## config.mk

```make
export PLATFORM = sky130hd
export DESIGN_NAME = flash_wr_gate
export DESIGN_NICKNAME = d
export VERILOG_FILES = /design/src/rtl/fwg_pkg.sv /design/src/rtl/fwg_write_qual.sv /design/src/rtl/fwg_prot_bank.sv /design/src/rtl/fwg_status.sv /design/src/rtl/flash_wr_gate.sv
export SDC_FILE = /design/constraint.sdc
export NUM_CORES = 1
export LEC_CHECK = 0
export BUFFER_PORTS_ARGS = -buffer_cell sky130_fd_sc_hd__buf_4
export CAP_MARGIN = 0
export CORE_MARGIN = 2
export CORE_UTILIZATION = 30
export DETAILED_ROUTE_END_ITERATION = 7
export HOLD_SLACK_MARGIN = 0.06
export PLACE_DENSITY = 0.47
export SLEW_MARGIN = 20
export SYNTH_ARGS = -nofsm -noshare
export SYNTH_HDL_FRONTEND = slang
export SYNTH_SLANG_ARGS = --single-unit
```

## constraint.sdc

```tcl
create_clock -name clk -period 2.8 [get_ports clk]
set_input_delay 0.28 -clock clk [delete_from_list [all_inputs] [get_ports clk]]
set_output_delay 0.28 -clock clk [all_outputs]
set_load 0.02 [all_outputs]
```

## src/rtl/fwg_pkg.sv

```systemverilog
package fwg_pkg;

   localparam int unsigned STAT_W      = 8;
   localparam logic [STAT_W-1:0] STAT_LOCKED = 8'h01;
   localparam logic [STAT_W-1:0] STAT_OPEN   = 8'h00;

   // strobe pattern that opens a bus write
   function automatic logic wr_strobes_ok(input logic ce_n, input logic oe_n, input logic we_n);
      return !ce_n && !we_n && oe_n;
   endfunction

   // strobe and address pattern of a protection status query
   function automatic logic rd_query_ok(input logic hv, input logic ce_n, input logic oe_n,
                                        input logic we_n, input logic a6, input logic a1,
                                        input logic a0);
      return hv && !ce_n && !oe_n && we_n && !a6 && a1 && !a0;
   endfunction

endpackage

```

## src/rtl/fwg_write_qual.sv

```systemverilog
module fwg_write_qual
   import fwg_pkg::*;
#(
   parameter int unsigned ADDR_W  = 19,
   parameter int unsigned DATA_W  = 8,
   parameter int unsigned MIN_LOW = 2
) (
   input  logic              clk,
   input  logic              por_n,
   input  logic              rst_n,
   input  logic              ce_n,
   input  logic              oe_n,
   input  logic              we_n,
   input  logic [ADDR_W-1:0] addr,
   input  logic [DATA_W-1:0] din,
   input  logic              lockout,
   input  logic              rst_hv,
   input  logic              tgt_prot,
   output logic [ADDR_W-1:0] cap_addr,
   output logic              wr_pulse,
   output logic [ADDR_W-1:0] wr_addr,
   output logic [DATA_W-1:0] wr_data,
   output logic              wr_blocked,
   output logic              cmd_rst
);

   localparam int unsigned CNT_W = (MIN_LOW < 2) ? 1 : $clog2(MIN_LOW + 1);

   logic              arst_n;
   logic              strobe_ok;
   logic              hold_ok;
   logic              we_q;
   logic              we_rise;
   logic              armed;
   logic              inh_q;
   logic              rd_rst_q;
   logic              fire;
   logic [ADDR_W-1:0] cap_a_q;
   logic [DATA_W-1:0] cap_d_q;

   assign arst_n    = por_n & rst_n;
   assign strobe_ok = wr_strobes_ok(ce_n, oe_n, we_n);
   assign hold_ok   = strobe_ok & ~lockout;
   assign we_rise   = we_n & ~we_q;

   always_ff @(posedge clk or negedge arst_n) begin
      if (!arst_n) we_q <= 1'b1;
      else         we_q <= we_n;
   end

   // width filter: a flag for one clock, a saturating counter otherwise
   generate
      if (MIN_LOW == 1) begin : g_single
         logic seen_q;
         always_ff @(posedge clk or negedge arst_n) begin
            if (!arst_n) seen_q <= 1'b0;
            else         seen_q <= hold_ok;
         end
         assign armed = seen_q;
      end else begin : g_count
         logic [CNT_W-1:0] cnt_q;
         always_ff @(posedge clk or negedge arst_n) begin
            if (!arst_n)                       cnt_q <= '0;
            else if (!hold_ok)                 cnt_q <= '0;
            else if (cnt_q != CNT_W'(MIN_LOW)) cnt_q <= cnt_q + 1'b1;
         end
         assign armed = (cnt_q == CNT_W'(MIN_LOW));
      end
   endgenerate

   // power-up inhibit: only the power-up reset arms it
   always_ff @(posedge clk or negedge por_n) begin
      if (!por_n) inh_q <= 1'b1;
      else        inh_q <= inh_q & strobe_ok;
   end

   always_ff @(posedge clk or negedge arst_n) begin
      if (!arst_n) rd_rst_q <= 1'b1;
      else         rd_rst_q <= 1'b0;
   end

   always_ff @(posedge clk or negedge arst_n) begin
      if (!arst_n) begin
         cap_a_q <= '0;
         cap_d_q <= '0;
      end else if (hold_ok) begin
         cap_a_q <= addr;
         cap_d_q <= din;
      end
   end

   assign fire = we_rise & armed & ~inh_q & ~lockout;

   always_ff @(posedge clk or negedge arst_n) begin
      if (!arst_n) begin
         wr_pulse   <= 1'b0;
         wr_blocked <= 1'b0;
         wr_addr    <= '0;
         wr_data    <= '0;
      end else begin
         wr_pulse   <= fire;
         wr_blocked <= fire & tgt_prot & ~rst_hv;
         if (fire) begin
            wr_addr <= cap_a_q;
            wr_data <= cap_d_q;
         end
      end
   end

   assign cap_addr = cap_a_q;
   assign cmd_rst  = lockout | rd_rst_q;

   assert_strobe_pattern_R1: assert property (@(posedge clk) disable iff (!por_n || !rst_n)
      wr_pulse |-> ($past(we_n) && !$past(we_n, 2) && !$past(ce_n, 2) && $past(oe_n, 2)));

   generate
      if (MIN_LOW >= 2) begin : g_width_chk
         assert_min_low_R2: assert property (@(posedge clk) disable iff (!por_n || !rst_n)
            wr_pulse |-> !$past(we_n, 3));
      end
   endgenerate

   assert_single_clock_R3: assert property (@(posedge clk) disable iff (!por_n || !rst_n)
      wr_pulse |=> !wr_pulse);

   assert_lockout_quiet_R4: assert property (@(posedge clk) disable iff (!por_n || !rst_n)
      lockout |=> !wr_pulse);

endmodule

```

## src/rtl/fwg_prot_bank.sv

```systemverilog
module fwg_prot_bank #(
   parameter int unsigned SECT_W = 7
) (
   input  logic              clk,
   input  logic              por_n,
   input  logic              rst_n,
   input  logic              rst_hv,
   input  logic              lockout,
   input  logic              op_set,
   input  logic              op_clr,
   input  logic [SECT_W-1:0] op_sec,
   input  logic [SECT_W-1:0] look_a,
   input  logic [SECT_W-1:0] look_b,
   output logic              hit_a,
   output logic              hit_b
);

   localparam int unsigned NSECT = 1 << SECT_W;

   logic [NSECT-1:0] bits_q;
   logic             may_edit;
   logic             all_set;

   assign may_edit = rst_n & rst_hv & ~lockout;
   assign all_set  = &bits_q;

   generate
      for (genvar s = 0; s < NSECT; s++) begin : g_sect
         logic sel;
         logic lock_q;
         assign sel = (op_sec == SECT_W'(s));
         always_ff @(posedge clk or negedge por_n) begin
            if (!por_n)                               lock_q <= 1'b0;
            else if (may_edit & op_set & sel)          lock_q <= 1'b1;
            else if (may_edit & op_clr & all_set & sel) lock_q <= 1'b0;
         end
         assign bits_q[s] = lock_q;
      end
   endgenerate

   assign hit_a = bits_q[look_a];
   assign hit_b = bits_q[look_b];

   assert_edit_needs_hv_R7: assert property (@(posedge clk) disable iff (!por_n)
      (bits_q != $past(bits_q)) |-> ($past(rst_hv) && $past(rst_n) && !$past(lockout)));

   assert_clear_needs_full_R8: assert property (@(posedge clk) disable iff (!por_n)
      ($countones(bits_q) < $countones($past(bits_q))) |-> ($past(bits_q) == '1));

endmodule

```

## src/rtl/fwg_status.sv

```systemverilog
module fwg_status
   import fwg_pkg::*;
#(
   parameter int unsigned DATA_W = 8
) (
   input  logic              clk,
   input  logic              por_n,
   input  logic              rst_n,
   input  logic              a9_hv,
   input  logic              ce_n,
   input  logic              oe_n,
   input  logic              we_n,
   input  logic              a6,
   input  logic              a1,
   input  logic              a0,
   input  logic              sect_prot,
   output logic [DATA_W-1:0] dout,
   output logic              dout_oe
);

   logic arst_n;
   logic query;

   assign arst_n = por_n & rst_n;
   assign query  = rd_query_ok(a9_hv, ce_n, oe_n, we_n, a6, a1, a0);

   always_ff @(posedge clk or negedge arst_n) begin
      if (!arst_n) begin
         dout_oe <= 1'b0;
         dout    <= '0;
      end else begin
         dout_oe <= query;
         if (!query)        dout <= '0;
         else if (sect_prot) dout <= DATA_W'(STAT_LOCKED);
         else               dout <= DATA_W'(STAT_OPEN);
      end
   end

   assert_query_gated_R11: assert property (@(posedge clk) disable iff (!por_n || !rst_n)
      dout_oe |-> ($past(a9_hv) && !$past(oe_n) && !$past(ce_n) && $past(we_n)));

endmodule

```

## src/rtl/flash_wr_gate.sv

```systemverilog
module flash_wr_gate #(
   parameter int unsigned ADDR_W  = 19,
   parameter int unsigned DATA_W  = 8,
   parameter int unsigned SECT_W  = 7,
   parameter int unsigned MIN_LOW = 2
) (
   input  logic              clk,
   input  logic              por_n,
   input  logic              rst_n,
   input  logic              ce_n,
   input  logic              oe_n,
   input  logic              we_n,
   input  logic [ADDR_W-1:0] addr,
   input  logic [DATA_W-1:0] din,
   input  logic              lockout,
   input  logic              rst_hv,
   input  logic              a9_hv,
   input  logic              prot_set,
   input  logic              prot_clr,
   input  logic [SECT_W-1:0] prot_sec,
   output logic              wr_pulse,
   output logic [ADDR_W-1:0] wr_addr,
   output logic [DATA_W-1:0] wr_data,
   output logic              wr_blocked,
   output logic              cmd_rst,
   output logic [DATA_W-1:0] dout,
   output logic              dout_oe
);

   localparam int unsigned SECT_LSB = ADDR_W - SECT_W;

   generate
      if (SECT_LSB < 7) begin : g_bad_addr
         $error("sector field must sit above address bit 6");
      end
      if (DATA_W < 8) begin : g_bad_data
         $error("data bus must carry the status byte");
      end
      if (MIN_LOW < 1) begin : g_bad_width
         $error("minimum low width must be at least one clock");
      end
      if (SECT_W < 1 || SECT_W > 10) begin : g_bad_sect
         $error("sector count out of range");
      end
   endgenerate

   logic [ADDR_W-1:0] cap_addr;
   logic              tgt_prot;
   logic              qry_prot;

   fwg_write_qual #(
      .ADDR_W (ADDR_W),
      .DATA_W (DATA_W),
      .MIN_LOW(MIN_LOW)
   ) u_qual (
      .clk       (clk),
      .por_n     (por_n),
      .rst_n     (rst_n),
      .ce_n      (ce_n),
      .oe_n      (oe_n),
      .we_n      (we_n),
      .addr      (addr),
      .din       (din),
      .lockout   (lockout),
      .rst_hv    (rst_hv),
      .tgt_prot  (tgt_prot),
      .cap_addr  (cap_addr),
      .wr_pulse  (wr_pulse),
      .wr_addr   (wr_addr),
      .wr_data   (wr_data),
      .wr_blocked(wr_blocked),
      .cmd_rst   (cmd_rst)
   );

   fwg_prot_bank #(
      .SECT_W(SECT_W)
   ) u_bank (
      .clk    (clk),
      .por_n  (por_n),
      .rst_n  (rst_n),
      .rst_hv (rst_hv),
      .lockout(lockout),
      .op_set (prot_set),
      .op_clr (prot_clr),
      .op_sec (prot_sec),
      .look_a (cap_addr[ADDR_W-1:SECT_LSB]),
      .look_b (addr[ADDR_W-1:SECT_LSB]),
      .hit_a  (tgt_prot),
      .hit_b  (qry_prot)
   );

   fwg_status #(
      .DATA_W(DATA_W)
   ) u_stat (
      .clk      (clk),
      .por_n    (por_n),
      .rst_n    (rst_n),
      .a9_hv    (a9_hv),
      .ce_n     (ce_n),
      .oe_n     (oe_n),
      .we_n     (we_n),
      .a6       (addr[6]),
      .a1       (addr[1]),
      .a0       (addr[0]),
      .sect_prot(qry_prot),
      .dout     (dout),
      .dout_oe  (dout_oe)
   );

endmodule

```

---- Word-level counts from Yosys, hierarchy flattened ----
Cells that the tools add are included.
word-level totals
  register bits ........................... 198
  latch bits .............................. 0
  bits in writable memories ............... 0
  ROM bits ................................ 0
  input bits .............................. 45
  output and inout bits ................... 39
  logic and storage cells ................. 955
  memories ................................ 0
operators by class
  add/subtract/negate cells ............... 1
  multipliers ............................. 0
  div/mod/pow operators ................... 0
  magnitude comparators ................... 2
  eq/ne operators ......................... 130
  shifts and indexed selects .............. 0
  muxes and demuxes ....................... 264
  bitwise gates (word level) .............. 275
  reductions and logical operators ........ 143
operators with widths
  cell                                                count
  == test 7 bit, second input constant                64
  bitwise AND 1 bit                                   270
  two-way mux 1 bit                                   260
  nonzero test 2 bit                                  128
  == test 7 x 6 -> 1 bit, second input constant       32
  AND reduction 128 bit                               1
  == test 7 x 5 -> 1 bit, second input constant       16
  == test 7 x 4 -> 1 bit, second input constant       8
  == test 7 x 3 -> 1 bit, second input constant       4
  < comparator 7 x 8 -> 1 bit, second input constant  2
  binary-select mux 1 bit (select 7 bit)              2
  == test 7 x 2 -> 1 bit, second input constant       2
  logical AND 1 bit                                   8
  == test 7 x 1 -> 1 bit, second input constant       1
  zero test 7 bit                                     1
  zero test 1 bit                                     5
  two-way mux 2 bit                                   2
  inequality test 2 bit, second input constant        2
  inverter 1 bit                                      4
  adder 2 x 1 -> 2 bit, second input constant         1
  == test 2 bit, second input constant                1
  bitwise OR 1 bit                                    1

---- Logic depth before layout (Yosys ltp) ----
Gate-level depths: netlist (run 1).
  word-level depth ........................ 8
  mapped depth ............................ 10

---- Cells and area by module ----
From an unflattened synthesis (run 1), not the netlist that was laid out.
second synthesis, totals
  cells, all modules ...................... 1,004
  area total of the unflattened synthesis .. 11,566.1 µm²
modules (own cells, without submodules)
  module          times used  cells an instance  area an instance (µm²)  sequential area each (µm²)
  fwg_prot_bank   1           853                9,083.7                 3,203.1
  fwg_write_qual  1           136                2,332.2                 1,530.2
  fwg_status      1           15                 150.1                   50.0

---- Least setup slack after synthesis (run 1) ----
Ideal clock, no wire load.
  path type ............................... input -> register
  from .................................... in addr[12]
  to ...................................... reg u_stat.dout[0]
  setup time .............................. 129 ps
  data arrival time ....................... 1,988 ps
  setup slack ............................. 683 ps
  stages on the path ...................... 8
  buffers on the path ..................... 2
  cells stage by stage .................... buf_4 buf_4 mux4_2 mux4_2 mux2i_1 nor2_1 nor4_1 nor3b_1
between the ends
  longest elaborated chain between the ends .. 4
ends and longest elaborated chain
  element                                  RTL line             text
  start, declared                          flash_wr_gate.sv:13  input logic [ADDR_W-1:0] addr,
  binary-select mux 1 bit (select 7 bit)   fwg_prot_bank.sv:42  assign hit_b = bits_q[look_b];
  two-way mux 1 bit (implied by the code)  fwg_prot_bank.sv:42
  two-way mux 1 bit                        fwg_status.sv:34     else if (sect_prot) dout <= DATA_W'(STAT_LOCKED);
  two-way mux 1 bit                        fwg_status.sv:33     if (!query) dout <= '0;
  end signal, assigned                     fwg_status.sv:34
  end signal, assigned                     fwg_status.sv:35     else dout <= DATA_W'(STAT_OPEN);
  end, declared                            fwg_status.sv:17     output logic [DATA_W-1:0] dout,
No other way between the ends. The select of a mux whose other input is x is not followed.
A chain may end at the register's enable or synchronous reset.

---- Worst setup path after layout (run 1) ----
  from .................................... reg u_bank.g_sect[84].lock_q
  to ...................................... reg u_bank.g_sect[90].lock_q
between the ends
  longest elaborated chain between the ends .. 4
ends and longest elaborated chain
  element                              RTL line             text
  start, declared                      fwg_prot_bank.sv:30  logic lock_q;
  start signal, assigned               fwg_prot_bank.sv:33  if (!por_n) lock_q <= 1'b0;
  start signal, assigned               fwg_prot_bank.sv:34  else if (may_edit & op_set & sel) lock_q <= 1'b1;
  start signal, assigned               fwg_prot_bank.sv:35  else if (may_edit & op_clr & all_set & sel) lock_q <= 1'b0;
  AND reduction 128 bit                fwg_prot_bank.sv:25  assign all_set = &bits_q;
  bitwise AND 1 bit (2 in a row)       fwg_prot_bank.sv:35
  nonzero test 2 bit (no source line)  --
  end signal, assigned                 fwg_prot_bank.sv:33
  end signal, assigned                 fwg_prot_bank.sv:34
  end signal, assigned                 fwg_prot_bank.sv:35
  end, declared                        fwg_prot_bank.sv:30
No other way between the ends.

==> reports/metrics.cfg, run 1 <==
[status]
status=complete, no violations

[hold_path]
min_path_type=in2reg

[placement]
place_hpwl_um=25300
port_buffers=76
place_congestion=0.864
placed_area_um2=12000

[synth]
ys_seq_area_frac=0.451
synth-seq-cells=191
synthCells=1051
ys_async_sr_fraction=1.00
synthesis.area_um2=10600
synth_edf_count=0
synth_largest_area_cell=dfrtp_1
netlist.area_leader.share=0.443
synthFlopType=dfrtp_1
avgSynthCellArea_um2=10.1
synth_cell_type_count=51
yosysWarnings=0
synth_area_leaders=dfrtp_1, mux4_2, nand2_1, o221ai_1, a21o_1

[layout]
fillers=3455
final_cell_mix=nand2_1, dfrtp_1, buf_4, o21ai_0, inv_1
diodes=0
ff_latch_area_um2=4790
multiInputGateArea_um2=5210
drive_gt1_frac=0.231
finalNetCount=1206
area_growth_pct=20.2
final_common_cell=nand2_1
stdcell_area_um2=12800

[route]
ant_nets=0
drt-pass1-iter-count=5
via_count=8777
via_per_inst=5.39
initialDrtViolationCount=938
wl_um=36500
routedWlPerCell_um=22.4
remaining_drc_errors=0

[pwr]
power_density_nw_per_um2=499
peakVddDrop_uv=400
leakagePower_uw=0.00601

[global_route]
grtUsageTotal=0.205
overflow=0
grt_pass1_wl_um=55500
grt_pass1_vias=8469
grt_max_degree=114
antenna_found_initial=0

[die]
initial_core_util=0.306
fp-row-count=68
core-area_um2=34700
fp.dieH_um=192
dieArea_um2=36900
io_pins=84
die_x_um=192

[timing]
finalMaxSlewViolations=0
worst_slew_pin_slew_ps=937
setup_viol=0
relSlewSlack=0.374
max_freq_mhz=398
period_needed_ps=2510
hold_violations=0
setup_tns_ps=0
rsz0062_at_grt=false
fin_crit_sh=0.897
finClkSkew_ps=12.0

[clock_network]
ctsRootBufferMaster=clkbuf_16
clkTransAtPathRegs_ps=70
postCtsSetupBuffers=0
cts_tree=yes
ctsHtreeMaxLevel=4
cts_buffers=17
insertion_delay_ps=450
clock_sinks=191
cts_max_path_buffers=2

[setup_path]
worstPathMaxFanout=14
critPathRequiredTime_ps=3080
path_class=reg2reg
endpoint_kind=register
startpoint_type=register
cp.arrival_ps=2790

[job]
maxCapViolCount=0

==> report_power, final <==
group / internal, uW / total, uW / switching (uW)
Sequential: 2850 / 3000 / 148
Clock: 1350 / 2560 / 1210
Combinational: 373 / 808 / 435
Total: 4570 / 6370 / 1800
==> synth_stat cells (2+ instances only) <==
| library cell | instances |
|---|---|
| a31oi_1 | 3 |
| buf_6 | 2 |
| o21ai_0 | 72 |
| a211oi_1 | 3 |
| nor4_1 | 9 |
| clkinv_1 | 2 |
| or4_1 | 2 |
| or2_2 | 2 |
| nor2_1 | 16 |
| clkbuf_1 | 38 |
| nand4_1 | 36 |
| mux2_2 | 28 |
| and3_1 | 2 |
| nand3_1 | 15 |
| buf_4 | 19 |
| a22oi_1 | 4 |
| mux2i_1 | 34 |
| buf_1 | 3 |
| nand3b_1 | 2 |
| and2_1 | 7 |
| nor4bb_1 | 2 |
| clkbuf_2 | 4 |
| o311ai_0 | 3 |
| buf_2 | 10 |
| nor3_1 | 9 |
| o2111ai_1 | 2 |
| o41ai_1 | 2 |
| dfrtp_1 | 188 |
| a32oi_1 | 2 |
| nor4b_1 | 2 |
| inv_1 | 70 |
| dfstp_2 | 3 |
| nor2b_1 | 14 |
| mux4_2 | 53 |
| a21o_1 | 64 |
| a22o_1 | 2 |
| nand4b_1 | 2 |
| o22ai_1 | 3 |
| a21oi_1 | 3 |
| o221ai_1 | 67 |
| nand2_1 | 237 |
==> per-stage QoR <==
step | power [uW] | hold slack, ps | cells | util | setup WS (ps)
after detailed placement | 3850 | 144 | 1583 | 0.346 | 190
final | 6370 | 72.8 | 1627 | 0.367 | 290
after floorplan | 3520 | -15.6 | 1058 | - | 628
after CTS | 6420 | 60.4 | 1623 | 0.366 | 239
after global placement | 3840 | 144 | 1583 | 0.346 | 216
after global routing | 6640 | 61.3 | 1627 | 0.367 | 120
==> per-layer routing <==
layer  vias up  wire length, um  GRT usage
met3        33             2720     0.0466
li1       4039                -          -
met2       345            16300      0.310
met5         -                0          0
met4         0              551     0.0511
met1      4360            17000      0.296
==> cell families (layout without fill, tap and decap cells) <==
| kind of cell | count (synthesis) | after routing | share of synthesized area |
|---|---|---|---|
| buf+inv | 148 | 262 | 0.0621 |
| mux | 115 | 115 | 0.174 |
| xor+xnor | 1 | 1 | 0.000826 |
| other cells | 1 | 8 | 0.000353 |
| fa+ha+maj | 1 | 1 | 0.00118 |
| compound gates | 232 | 232 | 0.155 |
| simple gates | 362 | 362 | 0.155 |
| flops | 191 | 191 | 0.451 |
==> registers in the layout (all words and copies together) (netlist names), 2 cells and up <==
| register | count |
|---|---|
| u_bank.g_sect.lock_q | 128 |
| u_qual.cap_addr | 19 |
| u_qual.wr_addr | 19 |
| u_qual.cap_d_q | 8 |
| u_qual.wr_data | 8 |
| u_qual.g_count.cnt_q | 2 |
==> layout make-up <==
type | count | area share
multi-input combinational | 719 | 0.408
sequential | 191 | 0.375
timing repair buffer | 159 | 0.103
tap | 455 | 0.0446
clock buffer | 17 | 0.0334
inverter | 72 | 0.0212
clock inverter | 14 | 0.0139
==> path summary, 6_finish.rpt <==
path	slack (ps)	end	cells past startpoint	start
min in group asynchronous	240	u_bank.g_sect[58].lock_q	2	por_n
max in group asynchronous	1370	u_qual.rd_rst_q	4	por_n
min reg2reg	460	u_qual.wr_data[0]	2	u_qual.cap_d_q[0]
max	290	u_bank.g_sect[90].lock_q	9	u_bank.g_sect[84].lock_q
max reg2reg	290	u_bank.g_sect[90].lock_q	9	u_bank.g_sect[84].lock_q
min	70	u_qual.cap_d_q[6]	2	din[6]
==> timing repair <==
item,CTS,global route
setup endpoints to repair,0,1
hold buffers,9,4
resized for setup,0,1
hold endpoints to repair,44,4
==> critical path, stage by stage (launching register included) <==
cell and delay (ps):
dfrtp_1 450, nand4_1 130, nor4_1 410, buf_4 180, nand4_1 200, nor4_2 280
buf_4 170, and2_1 230, buf_12 170, o221ai_1 120
Note: power is estimated with default switching activity, not from simulation.
==> run 2: changes to the inputs <==
--- a/config.mk
+++ b/config.mk
@@ -11,8 +11,9 @@
 export CORE_UTILIZATION = 30
 export DETAILED_ROUTE_END_ITERATION = 7
 export HOLD_SLACK_MARGIN = 0.06
-export PLACE_DENSITY = 0.47
+export PLACE_DENSITY = 0.46
 export SLEW_MARGIN = 20
 export SYNTH_ARGS = -nofsm -noshare
 export SYNTH_HDL_FRONTEND = slang
+export SYNTH_HIERARCHICAL = 1
 export SYNTH_SLANG_ARGS = --single-unit
==> reports/metrics.cfg, run 2 <==
[pwr]
swShare=0.286
comb_power_share=0.132
p_sw_uw=1810
power_density_nw_per_um2=467
p_seq_frac=0.469
p_clk_frac=0.399
leakagePower_uw=0.00644
internal-power_uw=4500
peakVddDrop_uv=449

[layout]
drive_gt1_frac=0.290
final_common_cell=dfrtp_1
area_growth_pct=16.7
finalNonFillerCells=1625
diodes=0
final_cell_mix=dfrtp_1, inv_1, buf_4, mux2i_1, o21ai_0
largest_reg_flops=128
stdcell_area_um2=13500
largest-register=u_bank/g_sect.lock_q
finalNetCount=1147

[placement]
place_congestion=0.892
place_hpwl_um=26400
port_buffers=76
placed_area_um2=12700
place_ws_ps=326
dp.cells=1570

[setup_path]
worstPathCellList=buf_4, mux4_1, mux2i_1, a221oi_1, nand3_1, nand4_1, and3b_1
path_class=reg2reg
critPathRequiredTime_ps=3160
worstPathMaxFanout=8
cp.arrival_ps=2790
startpoint_type=register
cp_slowest_cell=dfrtp_1
cpPeakStageDelay_ps=570
endpoint_kind=register

[clock_network]
cts_buffers=17
ctsResizeCount=0
clkTransAtPathRegs_ps=80
ctsHtreeMaxLevel=4
cts_max_path_buffers=2
insertion_delay_ps=460
clock_sinks=191
cts_tree=yes
ctsRootBufferMaster=clkbuf_16
postCtsSetupBuffers=0

[hold_path]
min_path_type=in2reg

[synth]
synth_edf_count=0
synthAdderAreaFrac=0.00108
synthTopCellsByCount=dfrtp_1, inv_1, mux2i_1
synth_area_leaders=dfrtp_1, mux4_2, mux2i_1, o221ai_2, mux2_2
synth-seq-cells=191
yosysWarnings=6
synthesis.area_um2=11600
ys_async_sr_fraction=1.00
netlist.area_leader.share=0.407
avgSynthCellArea_um2=11.5
ys_seq_area_frac=0.414
synth_top_family_by_area=multiplexers
yosysMostFrequentCell=dfrtp_1
synth_largest_area_cell=dfrtp_1
synthXorXnorAreaFrac=0.000757
synth-simple-area-share=0.119
synthFlopType=dfrtp_1
synth_mux_area_frac=0.272
synthCells=1004
synth_compound_area_frac=0.104
synth_cell_type_count=63

[die]
fp-row-count=71
die_x_um=200
core-area_um2=37800
dieArea_um2=40100
io_pins=84
fp.dieH_um=200
initial_core_util=0.306

[global_route]
grt_pass1_vias=8485
grt_pass1_wl_um=57500
antenna_found_initial=0
grt_max_degree=104
overflow=0
grtUsageTotal=0.190

[timing]
relSlewSlack=0.520
finClkSkew_ps=13.9
fin_ws_ps=367
worst_hold_slack_ps=89.8
max_freq_mhz=411
setup_viol=0
period_needed_ps=2430
hold_violations=0
worst_slew_pin_slew_ps=720
setup_tns_ps=0
rsz0062_at_grt=false
finalMaxSlewViolations=0
fin_crit_sh=0.869

[route]
ant_nets=0
remaining_drc_errors=0
initialDrtViolationCount=712
wl_um=37500
routedWlPerCell_um=23.1
via_count=8569
via_per_inst=5.27
drt-pass1-iter-count=5

[status]
status=complete, no violations

[job]
maxCapViolCount=0

-- run 2: cell types whose count changed after synthesis, moves of 16 or more --
cell / change
o221ai_2: +40
o221ai_1: -63
a21o_1: -64
nand2_1: -178
mux2_2: +16
mux2i_1: +67
nand3_1: +28
o21ai_1: +17
inv_1: +61
-- run 2: path summary, 6_finish.rpt --
| check | startpoint | end | slack (ps) | cells past startpoint |
|---|---|---|---|---|
| worst min register to register | u_qual/wr_addr[7] | u_qual/wr_addr[7] | 490 | 1 |
| worst min-delay path | oe_n | u_qual/inh_q | 90 | 2 |
| worst max register to register | u_qual/cap_addr[13] | u_qual/wr_blocked | 370 | 7 |
| worst max-delay path | u_qual/cap_addr[13] | u_qual/wr_blocked | 370 | 7 |
| max in group asynchronous | por_n | u_qual/cap_addr[14] | 1320 | 4 |
| min in group asynchronous | por_n | u_bank/g_sect[23].lock_q | 260 | 2 |
-- run 2: cell families (layout without fill, tap and decap cells) --
| kind of cell | count (synthesis) | count (layout) |
|---|---|---|
| AND/OR/NAND/NOR | 236 | 236 |
| flip-flops | 191 | 191 |
| adder cells (fa/ha/maj) | 1 | 1 |
| XOR/XNOR | 1 | 1 |
| other | 2 | 8 |
| multiplexers | 221 | 221 |
| AO/OA/AOI/OAI | 148 | 148 |
| buffers and inverters | 204 | 308 |
-- run 2: critical path, delay by kind of cell, from the launching register on --
kind / cells / cell delay [ps]
compound gates: 1 / 150
flops: 1 / 570
mux: 2 / 860
buf+inv: 1 / 270
simple gates: 3 / 470
-- run 2: metal layers --
metal | vias to the layer above | part of all wire | GRT usage
met2 | 313 | 0.44 | 0.288
met1 | 4359 | 0.48 | 0.277
met5 | - | 0 | 0
met4 | 0 | 0.017 | 0.0466
li1 | 3860 | - | -
met3 | 37 | 0.065 | 0.0397
-- run 2: layout make-up --
cell class              count  area, um2
fillers                  3780      24300
multi-input cells         615       5770
flip-flops and latches    191       4780
repair buffers            145       1220
well taps                 511        639
inverters                 131        492
clock buffers              18        439
clock inverters            14        146
-- run 2: stage by stage --
step | util | total power [uW]
floorplan | - | 3500
global placement | 0.335 | 3820
detailed placement | 0.335 | 3820
CTS | 0.357 | 6400
global route | 0.357 | 6570
finish | 0.357 | 6310
-- run 2: what timing repair did --
action / in CTS / in global routing
hold endpoints to repair: 73 / 0
endpoints found under the setup margin: 0 / 0
hold buffers: 23 / 0
-- run 2: power by group through the flow --
| stage | Sequential [uW] | Clock [uW] | Combinational, uW |
|---|---|---|---|
| 2_1_floorplan | 2950 | 0 | 544 |
| 3_3_place_gp | 3010 | 0 | 812 |
| 3_5_place_dp | 3010 | 0 | 811 |
| 4_1_cts | 2960 | 2610 | 837 |
| 5_1_grt | 2970 | 2700 | 892 |
| 6_report | 2960 | 2520 | 833 |
==> run 3: changes to the inputs <==
--- a/config.mk
+++ b/config.mk
@@ -11,7 +11,7 @@
 export CORE_UTILIZATION = 30
 export DETAILED_ROUTE_END_ITERATION = 7
 export HOLD_SLACK_MARGIN = 0.06
-export PLACE_DENSITY = 0.46
+export PLACE_DENSITY = 0.41
 export SLEW_MARGIN = 20
 export SYNTH_ARGS = -nofsm -noshare
 export SYNTH_HDL_FRONTEND = slang
==> reports/metrics.cfg, run 3 (synthesized netlist as in run 2, its figures left out) <==
[placement]
placed_area_um2=12800
place_congestion=0.857
port_buffers=76
place_hpwl_um=27900
place_ws_ps=263

[pwr]
leakagePower_uw=0.00651
peakVddDrop_uv=301
p_sw_uw=1840
p_seq_frac=0.466
power_density_nw_per_um2=467
p_clk_frac=0.405
comb_power_share=0.129
internal-power_uw=4520
swShare=0.289

[timing]
finClkSkew_ps=12.8
fin_crit_sh=0.898
worst_hold_slack_ps=85.7
setup_tns_ps=0
period_needed_ps=2510
relSlewSlack=0.395
worst_slew_pin_slew_ps=908
hold_violations=0
max_freq_mhz=398
rsz0062_at_grt=false
fin_ws_ps=285
setup_viol=0
finalMaxSlewViolations=0

[status]
status=complete, no violations

[die]
io_pins=84
fp-row-count=71
core-area_um2=37800
initial_core_util=0.306
fp.dieH_um=200
dieArea_um2=40100
die_x_um=200

[route]
via_count=8589
initialDrtViolationCount=617
remaining_drc_errors=0
ant_nets=0
wl_um=39100
via_per_inst=5.25
drt-pass1-iter-count=7
routedWlPerCell_um=23.9

[layout]
drive_gt1_frac=0.297
largest-register=u_bank/g_sect.lock_q
stdcell_area_um2=13600
diodes=0
fillers=3767
final_cell_mix=dfrtp_1, inv_1, buf_4, mux2i_1, o21ai_0
area_growth_pct=17.7
final_common_cell=dfrtp_1
finalNetCount=1158
largest_reg_flops=128

[job]
maxCapViolCount=0

[global_route]
grt_max_degree=89
grt_pass1_wl_um=59500
antenna_found_initial=0
grtUsageTotal=0.199
overflow=0
grt_pass1_vias=8683

[setup_path]
worstPathMaxFanout=8
startpoint_type=register
cp.arrival_ps=2870
endpoint_kind=register
critPathRequiredTime_ps=3150
path_class=reg2reg

[clock_network]
cts_tree=yes
cts_max_path_buffers=2
cts_buffers=17
clkTransAtPathRegs_ps=80
clock_sinks=191
insertion_delay_ps=460
ctsRootBufferMaster=clkbuf_16
ctsHtreeMaxLevel=4

[hold_path]
min_path_type=in2reg

## run 3: through the flow
step,instances,total power (uW),utilization
after floorplan,1010,3500,-
after global placement,1581,3830,0.338
after detailed placement,1581,3830,0.338
after CTS,1636,6470,0.360
after global routing,1636,6630,0.360
final,1636,6360,0.360
## run 3: worst paths after layout
path	start	end	slack, ps	depth (start not counted)
min	addr[6]	u_qual/cap_addr[6]	90	2
min in group asynchronous	rst_n	u_stat/dout_oe	300	3
min reg2reg	u_qual/cap_addr[11]	u_qual/wr_addr[11]	490	1
max	u_qual/cap_addr[13]	u_qual/wr_blocked	290	7
max in group asynchronous	por_n	u_qual/cap_addr[11]	1500	4
max reg2reg	u_qual/cap_addr[13]	u_qual/wr_blocked	290	7
## run 3: area by class of cell
class	count	area, um2	share of cell area
multi-input cells	615	5770	0.424
flip-flops and latches	191	4780	0.351
repair buffers	156	1320	0.0969
well taps	511	639	0.0469
inverters	131	492	0.0361
clock buffers	18	439	0.0322
clock inverters	14	170	0.0125
## run 3: timing repair
action                                  4_1_cts  5_1_grt
gates resized for setup                       0        0
hold endpoints to repair                    173        0
hold buffers                                 23        0
setup buffers                                 0        0
endpoints found under the setup margin        0        0
## run 3: critical path, cell delays in order, from the launching register on
cell	delay, ps
dfrtp_1	570
buf_4	270
mux4_1	590
mux2i_1	300
a221oi_1	160
nand3_1	110
nand4_1	170
and3b_1	230
## run 3: layer usage
layer  wire length [um]  vias up  global-route usage
met2              17800      255               0.307
met1              18500     4408               0.281
met4                725        0              0.0550
met3               2170       32              0.0441
met5                  0        -                   0
li1                   -     3894                   -
## run 3: power by group through the flow
stage	registers, uW	logic (uW)	clock network (uW)
after floorplan	2950	544	0
after global placement	3020	806	0
after detailed placement	3020	806	0
after CTS	2970	833	2660
after global routing	2980	882	2760
final	2970	821	2570
